`src/rtl/gpio_port_pkg.sv`:
```
package gpio_port_pkg;

    typedef enum logic {
        TGT_LATCH = 1'b0,
        TGT_STYLE = 1'b1
    } wr_target_e;

    typedef struct packed {
        logic oe;
        logic out;
        logic pu;
    } pad_ctl_t;

    // Per-pin drive decision: push-pull always drives, open-drain only pulls low.
    function automatic pad_ctl_t pad_decide(input logic present, input logic push_pull,
                                            input logic level, input logic pu_off);
        pad_ctl_t c;
        logic drive;
        drive = present & (push_pull | ~level);
        c.oe  = drive;
        c.out = present & level;
        c.pu  = present & ~pu_off & ~(drive & ~level);
        return c;
    endfunction

endpackage

```
`src/rtl/gpio_port_regs.sv`:
```
module gpio_port_regs
    import gpio_port_pkg::*;
#(
    parameter int WIDTH = 8,
    localparam int IDX_W = (WIDTH > 1) ? $clog2(WIDTH) : 1
) (
    input  logic             clk,
    input  logic             rst,
    input  logic             wr_en,
    input  logic             wr_sel,
    input  logic [WIDTH-1:0] wr_data,
    input  logic             bit_wr_en,
    input  logic [IDX_W-1:0] bit_idx,
    input  logic             bit_val,
    output logic [WIDTH-1:0] latch_q,
    output logic [WIDTH-1:0] style_q
);

    wr_target_e tgt;
    logic [WIDTH-1:0] latch_byte;
    logic [WIDTH-1:0] latch_nxt;

    assign tgt = wr_target_e'(wr_sel);

    always_comb begin
        latch_byte = (wr_en && tgt == TGT_LATCH) ? wr_data : latch_q;
        latch_nxt  = latch_byte;
        if (bit_wr_en) begin
            latch_nxt[bit_idx] = bit_val;
        end
    end

    always_ff @(posedge clk) begin
        if (rst) begin
            latch_q <= '1;
            style_q <= '0;
        end else begin
            latch_q <= latch_nxt;
            if (wr_en && tgt == TGT_STYLE) begin
                style_q <= wr_data;
            end
        end
    end

    logic rst_d;
    always_ff @(posedge clk) rst_d <= rst;

    always @(posedge clk) begin
        if (rst_d && !rst) begin
            a_r5_reset_values: assert (latch_q == '1 && style_q == '0)
                else $error("R5: registers not at reset values");
        end
    end

    // a lone bit write touches no other latch bit
    a_r9_bit_isolated: assert property (@(posedge clk) disable iff (rst)
        (bit_wr_en && !(wr_en && !wr_sel)) |=>
        (((latch_q ^ $past(latch_q)) & ~(WIDTH'(1) << $past(bit_idx))) == '0));

    // drive-style register changes only on a style byte write
    a_r8_style_hold: assert property (@(posedge clk) disable iff (rst)
        !(wr_en && wr_sel) |=> $stable(style_q));

endmodule

```
`src/rtl/gpio_port_sync.sv`:
```
module gpio_port_sync #(
    parameter int WIDTH = 8
) (
    input  logic             clk,
    input  logic             rst,
    input  logic [WIDTH-1:0] d,
    output logic [WIDTH-1:0] q
);

    logic [WIDTH-1:0] stage1;

    always_ff @(posedge clk) begin
        if (rst) begin
            stage1 <= '0;
            q      <= '0;
        end else begin
            stage1 <= d;
            q      <= stage1;
        end
    end

endmodule

```
`src/rtl/gpio_port_pads.sv`:
```
module gpio_port_pads
    import gpio_port_pkg::*;
#(
    parameter int WIDTH = 8,
    parameter logic [WIDTH-1:0] PIN_PRESENT = '1
) (
    input  logic             clk,
    input  logic             rst,
    input  logic [WIDTH-1:0] latch_q,
    input  logic [WIDTH-1:0] style_q,
    input  logic             pull_dis,
    output logic [WIDTH-1:0] pad_oe,
    output logic [WIDTH-1:0] pad_out,
    output logic [WIDTH-1:0] pad_pu
);

    for (genvar i = 0; i < WIDTH; i++) begin : g_pin
        pad_ctl_t ctl;
        assign ctl        = pad_decide(PIN_PRESENT[i], style_q[i], latch_q[i], pull_dis);
        assign pad_oe[i]  = ctl.oe;
        assign pad_out[i] = ctl.out;
        assign pad_pu[i]  = ctl.pu;
    end

    // never pull up a pin that is being driven low
    a_r7_no_fight: assert property (@(posedge clk) disable iff (rst)
        (pad_oe & ~pad_out & pad_pu) == '0);

    // a push-pull present pin always drives its latch value
    a_r3_push_pull: assert property (@(posedge clk) disable iff (rst)
        ((style_q & PIN_PRESENT & ~pad_oe) == '0) && (((pad_out ^ latch_q) & PIN_PRESENT) == '0));

    // global disable removes every pull-up
    a_r6_global_off: assert property (@(posedge clk) disable iff (rst)
        pull_dis |-> (pad_pu == '0));

endmodule

```
`src/rtl/gpio_port_ctrl.sv`:
```
module gpio_port_ctrl
    import gpio_port_pkg::*;
#(
    parameter int WIDTH = 8,
    parameter logic [WIDTH-1:0] PIN_PRESENT = '1,
    localparam int IDX_W = (WIDTH > 1) ? $clog2(WIDTH) : 1
) (
    input  logic             clk,
    input  logic             rst,
    input  logic             wr_en,
    input  logic             wr_sel,
    input  logic [WIDTH-1:0] wr_data,
    input  logic             bit_wr_en,
    input  logic [IDX_W-1:0] bit_idx,
    input  logic             bit_val,
    input  logic             rd_rmw,
    output logic [WIDTH-1:0] rd_data,
    input  logic             pull_dis,
    input  logic [WIDTH-1:0] pin_in,
    output logic [WIDTH-1:0] pad_oe,
    output logic [WIDTH-1:0] pad_out,
    output logic [WIDTH-1:0] pad_pu
);

    logic [WIDTH-1:0] latch_q;
    logic [WIDTH-1:0] style_q;
    logic [WIDTH-1:0] pin_sync;

    gpio_port_regs #(.WIDTH(WIDTH)) u_regs (
        .clk(clk), .rst(rst), .wr_en(wr_en), .wr_sel(wr_sel), .wr_data(wr_data),
        .bit_wr_en(bit_wr_en), .bit_idx(bit_idx), .bit_val(bit_val),
        .latch_q(latch_q), .style_q(style_q)
    );

    gpio_port_sync #(.WIDTH(WIDTH)) u_sync (
        .clk(clk), .rst(rst), .d(pin_in), .q(pin_sync)
    );

    gpio_port_pads #(.WIDTH(WIDTH), .PIN_PRESENT(PIN_PRESENT)) u_pads (
        .clk(clk), .rst(rst), .latch_q(latch_q), .style_q(style_q), .pull_dis(pull_dis),
        .pad_oe(pad_oe), .pad_out(pad_out), .pad_pu(pad_pu)
    );

    assign rd_data = (rd_rmw ? latch_q : pin_sync) & PIN_PRESENT;

    logic [1:0] since_rst;
    always_ff @(posedge clk) begin
        if (rst)                  since_rst <= '0;
        else if (since_rst != 2'd3) since_rst <= since_rst + 2'd1;
    end

    // plain reads show the pin level from two edges back
    a_r1_pin_latency: assert property (@(posedge clk) disable iff (rst)
        (since_rst == 2'd3 && !rd_rmw) |-> (rd_data == ($past(pin_in, 2) & PIN_PRESENT)));

    // absent pins stay silent on every output
    a_r10_absent_quiet: assert property (@(posedge clk) disable iff (rst)
        ((pad_oe | pad_pu | rd_data) & ~PIN_PRESENT) == '0);

endmodule

```
`config.mk`:
```
export PLATFORM = sky130hd
export DESIGN_NAME = gpio_port_ctrl
export DESIGN_NICKNAME = d
export VERILOG_FILES = /design/src/rtl/gpio_port_pkg.sv /design/src/rtl/gpio_port_regs.sv /design/src/rtl/gpio_port_sync.sv /design/src/rtl/gpio_port_pads.sv /design/src/rtl/gpio_port_ctrl.sv
export SDC_FILE = /design/constraint.sdc
export NUM_CORES = 1
export LEC_CHECK = 0
export BUFFER_PORTS_ARGS = -buffer_cell sky130_fd_sc_hd__buf_4
export CORE_UTILIZATION = 35
export DETAILED_ROUTE_END_ITERATION = 16
export GPL_TIMING_DRIVEN = 0
export MAX_ROUTING_LAYER = met4
export SKIP_LAST_GASP = 1
export SLEW_MARGIN = 20
export SYNTH_ARGS = -nofsm -noshare
export SYNTH_HDL_FRONTEND = slang
export SYNTH_SLANG_ARGS = --single-unit
```
`constraint.sdc`:
```
create_clock -name clk -period 0.95 [get_ports clk]
set_input_delay 0.095 -clock clk [delete_from_list [all_inputs] [get_ports clk]]
set_output_delay 0.095 -clock clk [all_outputs]
set_load 0.01 [all_outputs]
```
After elaboration in Yosys (flattened, before gate mapping)
Index checks and enable logic that the tools add are counted.
- order comparisons: 2
- mux-type cells: 6
- bitwise gates (word level): 42
- reduce and logical (&&, ||, !) cells: 3
- operators by type and width (operator ; count):
    2-to-1 mux 8 bit ; 3
    inverter 1 bit ; 18
    AND 1 bit ; 16
    bitwise mux 8 bit ; 1
    OR 1 bit ; 8
    less-than comparator 3 x 4 -> 1 bit (second input constant) ; 1
    demux 1 bit (select 3 bit) ; 1
    >= comparator 3 x 1 -> 1 bit (second input constant) ; 1
    logical AND 1 bit ; 3
    2-to-1 mux 1 bit ; 1
- register bits after elaboration: 32
- input bits: 27
- output and inout port bits: 32
- word-level logic and storage cells: 57

Longest topological paths before layout
- word-level depth: 6
- depth in mapped cells: 5
- mapped depth without buffers: 3

Modules after synthesis
Synthesis repeated with hierarchy kept, for this count alone.
- cells, all modules: 146
- area, all modules: 1517.7 sq um
- modules (own cells, without submodules) (module ; times used ; cells each ; area an instance (sq um) ; sequential area each (sq um)):
    gpio_port_regs ; 1 ; 80 ; 762.0 ; 320.3
    gpio_port_sync ; 1 ; 33 ; 464.2 ; 320.3
    gpio_port_pads ; 1 ; 24 ; 160.2 ; 0.0
    gpio_port_ctrl ; 1 ; 9 ; 131.4 ; 0.0

Worst setup path after synthesis
Ideal clock, no wire load.
- path kind: input to register
- start point: input wr_sel
- end point: register u_regs.latch_q[7]
- setup time: 146 ps
- arrival time: 690 ps
- data required time: 804 ps
- slack: 114 ps
- cell stages on the path: 5
- path buffers: 2
- path through: buf_6 nand2b_4 buf_12 mux2i_1 a22oi_1
- word-level cells in the longest chain between the ends: 5
- RTL lines (item ; RTL line ; RTL):
    from (decl) ; gpio_port_ctrl.sv:11 ; input logic wr_sel,
    inverter 1 bit * ; gpio_port_regs.sv:26 ; latch_byte = (wr_en && tgt == TGT_LATCH) ? wr_data : latch_q;
    logical AND 1 bit * ; gpio_port_regs.sv:26 ;
    2-to-1 mux 8 bit * ; gpio_port_regs.sv:26 ;
    bitwise mux 8 bit ; gpio_port_regs.sv:29 ; latch_nxt[bit_idx] = bit_val;
    2-to-1 mux 8 bit * ; gpio_port_regs.sv:28 ; if (bit_wr_en) begin
    to (signal assigned) ; gpio_port_regs.sv:38 ; latch_q <= latch_nxt;
    to (decl) ; gpio_port_regs.sv:15 ; output logic [WIDTH-1:0] latch_q,
Mark *: on every way between the ends. The rest lies on a longest branch, timed or not.
A chain may end at the register's enable or synchronous reset.

Worst setup path after layout
- start point: register u_regs.latch_q[2]
- end point: output rd_data[2]
- word-level cells in the longest chain between the ends: 1
- RTL lines (item ; RTL line ; RTL):
    2-to-1 mux 8 bit ; gpio_port_ctrl.sv:44 ; assign rd_data = (rd_rmw ? latch_q : pin_sync) & PIN_PRESENT;
    to (decl) ; gpio_port_ctrl.sv:17 ; output logic [WIDTH-1:0] rd_data,
No other way between the ends.

==> impl_metrics.csv <==
group,metric,value,unit
grt,grt_max_degree,11,
clock_network,hold_buffers,0,
cells_and_area,regArea,666,sq um
pwr,pwr_density_cell,1530,mW/mm^2
worst_setup_path,cp-start-kind,"register",
grt,grt_pass1_vias,1131,
synthesis,postSynthAreaPerCell,10.0,sq um
synthesis,synth_top_family_by_area,"simple AND/OR/NAND/NOR gates",
place,place.gp.congestion,0.808,
synthesis,synth_compound_area_share,7.25,%
job,maxCapViolCount,0,
worst_setup_path,endpoint_kind,"primary output",
place,dp_cells,241,
cells_and_area,antenna_cells,0,
timing,finClkSkew,0.00351,ns
run_status,status,"finished with violations",
synthesis,yosys.area_share.adder,0,%
grt,grt_overflow,0,
route,via_per_inst,4.74,
cells_and_area,fill_cells,330,
floorplan,core-area,0.00372,sq mm
timing,period_share,116,%
clock_network,cts_inserted_buffers,5,
route,dr.pass1.iters,4,
clock_network,cts.sinks,32,
synthesis,synth-simple-area-share,29.6,%
cells_and_area,final_layout_size_suffix_gt1_share,49.5,%
floorplan,pin_count,59,
route,wl_per_cell,13.3,microns
timing,tightest_slew,0.547,ns
timing,slew_headroom,63.4,%
synthesis,syn-num-nets,165,
route,num_vias,1223,
synthesis,ys_seq_area_share,46.4,%
floorplan,initial_utilization,37.1,%
timing,clock.fmax,904,MHz
floorplan,die_w,64.8,microns
worst_setup_path,worstSetupPathType,"register to primary output",
synthesis,synth-seq-cells,32,
worst_setup_path,required,0.85,ns
grt,grt_usage,17.3,%
pwr,peakVddDrop,1010,uV
route,detail-route-antenna-nets,0,
place,io_buffers,55,
run_status,violations,"setup timing",
route,drc,0,
timing,rsz0062_at_grt,"true",
place,dpl.hpwl,2.41,mm
grt,antenna_found_initial,0,
worst_setup_path,path_max_fanout,2,
cells_and_area,fin_nets,236,
synthesis,synth-xor-area-share,0,%
cells_and_area,final_cells,258,
cells_and_area,multi_input_area,763,sq um
timing,setup_ws,-0.156,ns
synthesis,ys_warn_count,0,
clock_network,cts_buffer_depth,2,
timing,hold_viol,0,
timing,finalMaxSlewViolations,0,
clock_network,cts-root-buf,"clkbuf_8",
clock_network,cts_tree,"yes",
min_path,holdCritPathClass,"primary input to register",
timing,setup_viol_count_final,27,
floorplan,rows,22,
synthesis,syn-instance-count,138,
grt,grt_pass1_wl,5.31,mm
clock_network,path_clk_slew,0.06,ns
worst_setup_path,arrival,1.01,ns
pwr,power_leakage,1.05,nW
cells_and_area,syn_to_final_growth,64.4,%
route,drtIter0Drc,17,
floorplan,die_h,64.8,microns
synthesis,synth.lib_cells_used.distinct,20,
clock_network,htreeDepth,2,
timing,finalWorstPathRequiredPeriod,1.11,ns
clock_network,insertion_delay,0.27,ns
synthesis,synthMuxAreaShare,12.3,%
route,wirelength,3.43,mm
place,place_ws,-0.0573,ns
synthesis,syn-cell-area,0.00138,sq mm
worst_setup_path,r2r_setup_slack,0.10,ns
floorplan,die_area,0.00420,sq mm
## timing repair
action                     4_1_cts  5_1_grt
gates cloned                     0        0
resized for setup               39       19
setup endpoints to repair       26       32
buffers inserted                 8        1
## sequential cells by signal, indices dropped and copies added, names as in the netlist
signal / cells
u_sync.stage1: 8
u_regs.latch_q: 8
u_sync.q: 8
u_regs.style_q: 8
## per-stage QoR
| stage | power (W) | instance area (sq um) | hold WS (ns) | utilization (%) | TNS [ns] |
|---|---|---|---|---|---|
| global route | 0.00361 | 2270 | 0.0156 | 61.0 | -3.16 |
| CTS | 0.00344 | 2170 | 0.0229 | 58.5 | -2.41 |
| finish | 0.00346 | 2270 | 0.0242 | 61.0 | -2.14 |
| floorplan | 0.00176 | 1380 | 0.167 | - | 0 |
| detailed placement | 0.00208 | 1850 | 0.312 | 49.9 | -0.311 |
| global placement | 0.00206 | 1850 | 0.308 | 49.9 | -0.142 |
## kinds of logic (layout without fill, tap and decap cells)
group,Yosys count,in the layout
and+or+nand+nor,67,67
DFF,32,32
AOI/OAI and AO/OA,16,16
muxes,16,16
buffers and inverters,7,79
## worst paths after layout
path,startpoint,endpoint,cells past startpoint
worst max-delay path,u_regs.latch_q[2],rd_data[2],2
worst min-delay path,rst,u_sync.stage1[3],2
worst max register to register,u_regs.latch_q[2],u_regs.latch_q[2],3
worst min register to register,u_sync.stage1[7],u_sync.q[7],1
## final cells by class
class / instances / share of cell area (%)
Timing Repair Buffer: 64 / 26.9
Sequential cell: 32 / 29.3
Clock inverter: 2 / 1.54
Clock buffer: 6 / 3.20
Multi-Input combinational cell: 99 / 33.6
Buffer: 7 / 2.70
Tap cell: 48 / 2.65
## synthesized netlist by cell type, drive strengths merged
cell | number | area share (%)
buf | 3 | 2.6
nand2b | 9 | 4.6
nor4b | 1 | 0.63
clkbuf | 4 | 1.8
and4 | 1 | 0.73
nor2 | 9 | 2.4
a22oi | 8 | 4.4
a21oi | 8 | 2.9
mux2 | 8 | 6.5
mux2i | 8 | 5.8
dfxtp | 32 | 46
nor2b | 24 | 11
and4bb | 3 | 2.7
nand2 | 9 | 2.4
nand3 | 8 | 2.9
and4b | 3 | 2.2
## metal layers
layer | track usage, % | routed length, microns | part of all wire [%] | vias up
li1 | - | - | - | 619
met1 | 20.7 | 1440 | 42 | 568
met2 | 28.1 | 1800 | 52 | 34
met3 | 4.58 | 166 | 4.8 | 2
met4 | 5.83 | 22 | 0.64 | 0
met5 | - | 0 | 0 | -
## cell usage in the layout (no fill, tap or decap)
| master | instances |
|---|---|
| buf_4 | 34 |
| buf_6 | 29 |
| dfxtp_1 | 24 |
| nor2b_1 | 21 |
| nand2_1 | 9 |
| nor2_1 | 9 |
| mux2_4 | 8 |
| nand3_1 | 8 |
| a21oi_1 | 8 |
| mux2i_1 | 8 |
| a22oi_1 | 8 |
| nand2b_4 | 6 |
| clkbuf_8 | 6 |
| dfxtp_4 | 6 |
| clkbuf_1 | 4 |
| nand2b_1 | 3 |
| buf_12 | 3 |
| and4b_1 | 3 |
| and4bb_2 | 3 |
| nor2b_4 | 2 |
| dfxtp_2 | 2 |
| buf_2 | 1 |
| nor2b_2 | 1 |
| and4_2 | 1 |
| nor4b_1 | 1 |
| clkinv_2 | 1 |
| bufinv_16 | 1 |
## where the power goes
| group | switching, W | leakage [nW] | internal [W] |
|---|---|---|---|
| clock network | 0.000468 | 0.0552 | 0.000777 |
| logic | 0.000306 | 0.736 | 0.000470 |
| registers | 0.0000355 | 0.263 | 0.00141 |
## worst max-delay path, stage by stage (launching register included)
cell and delay [ns]:
dfxtp_4 0.35, mux2_4 0.27, buf_6 0.12
Note: power is estimated with default switching activity, not from simulation.
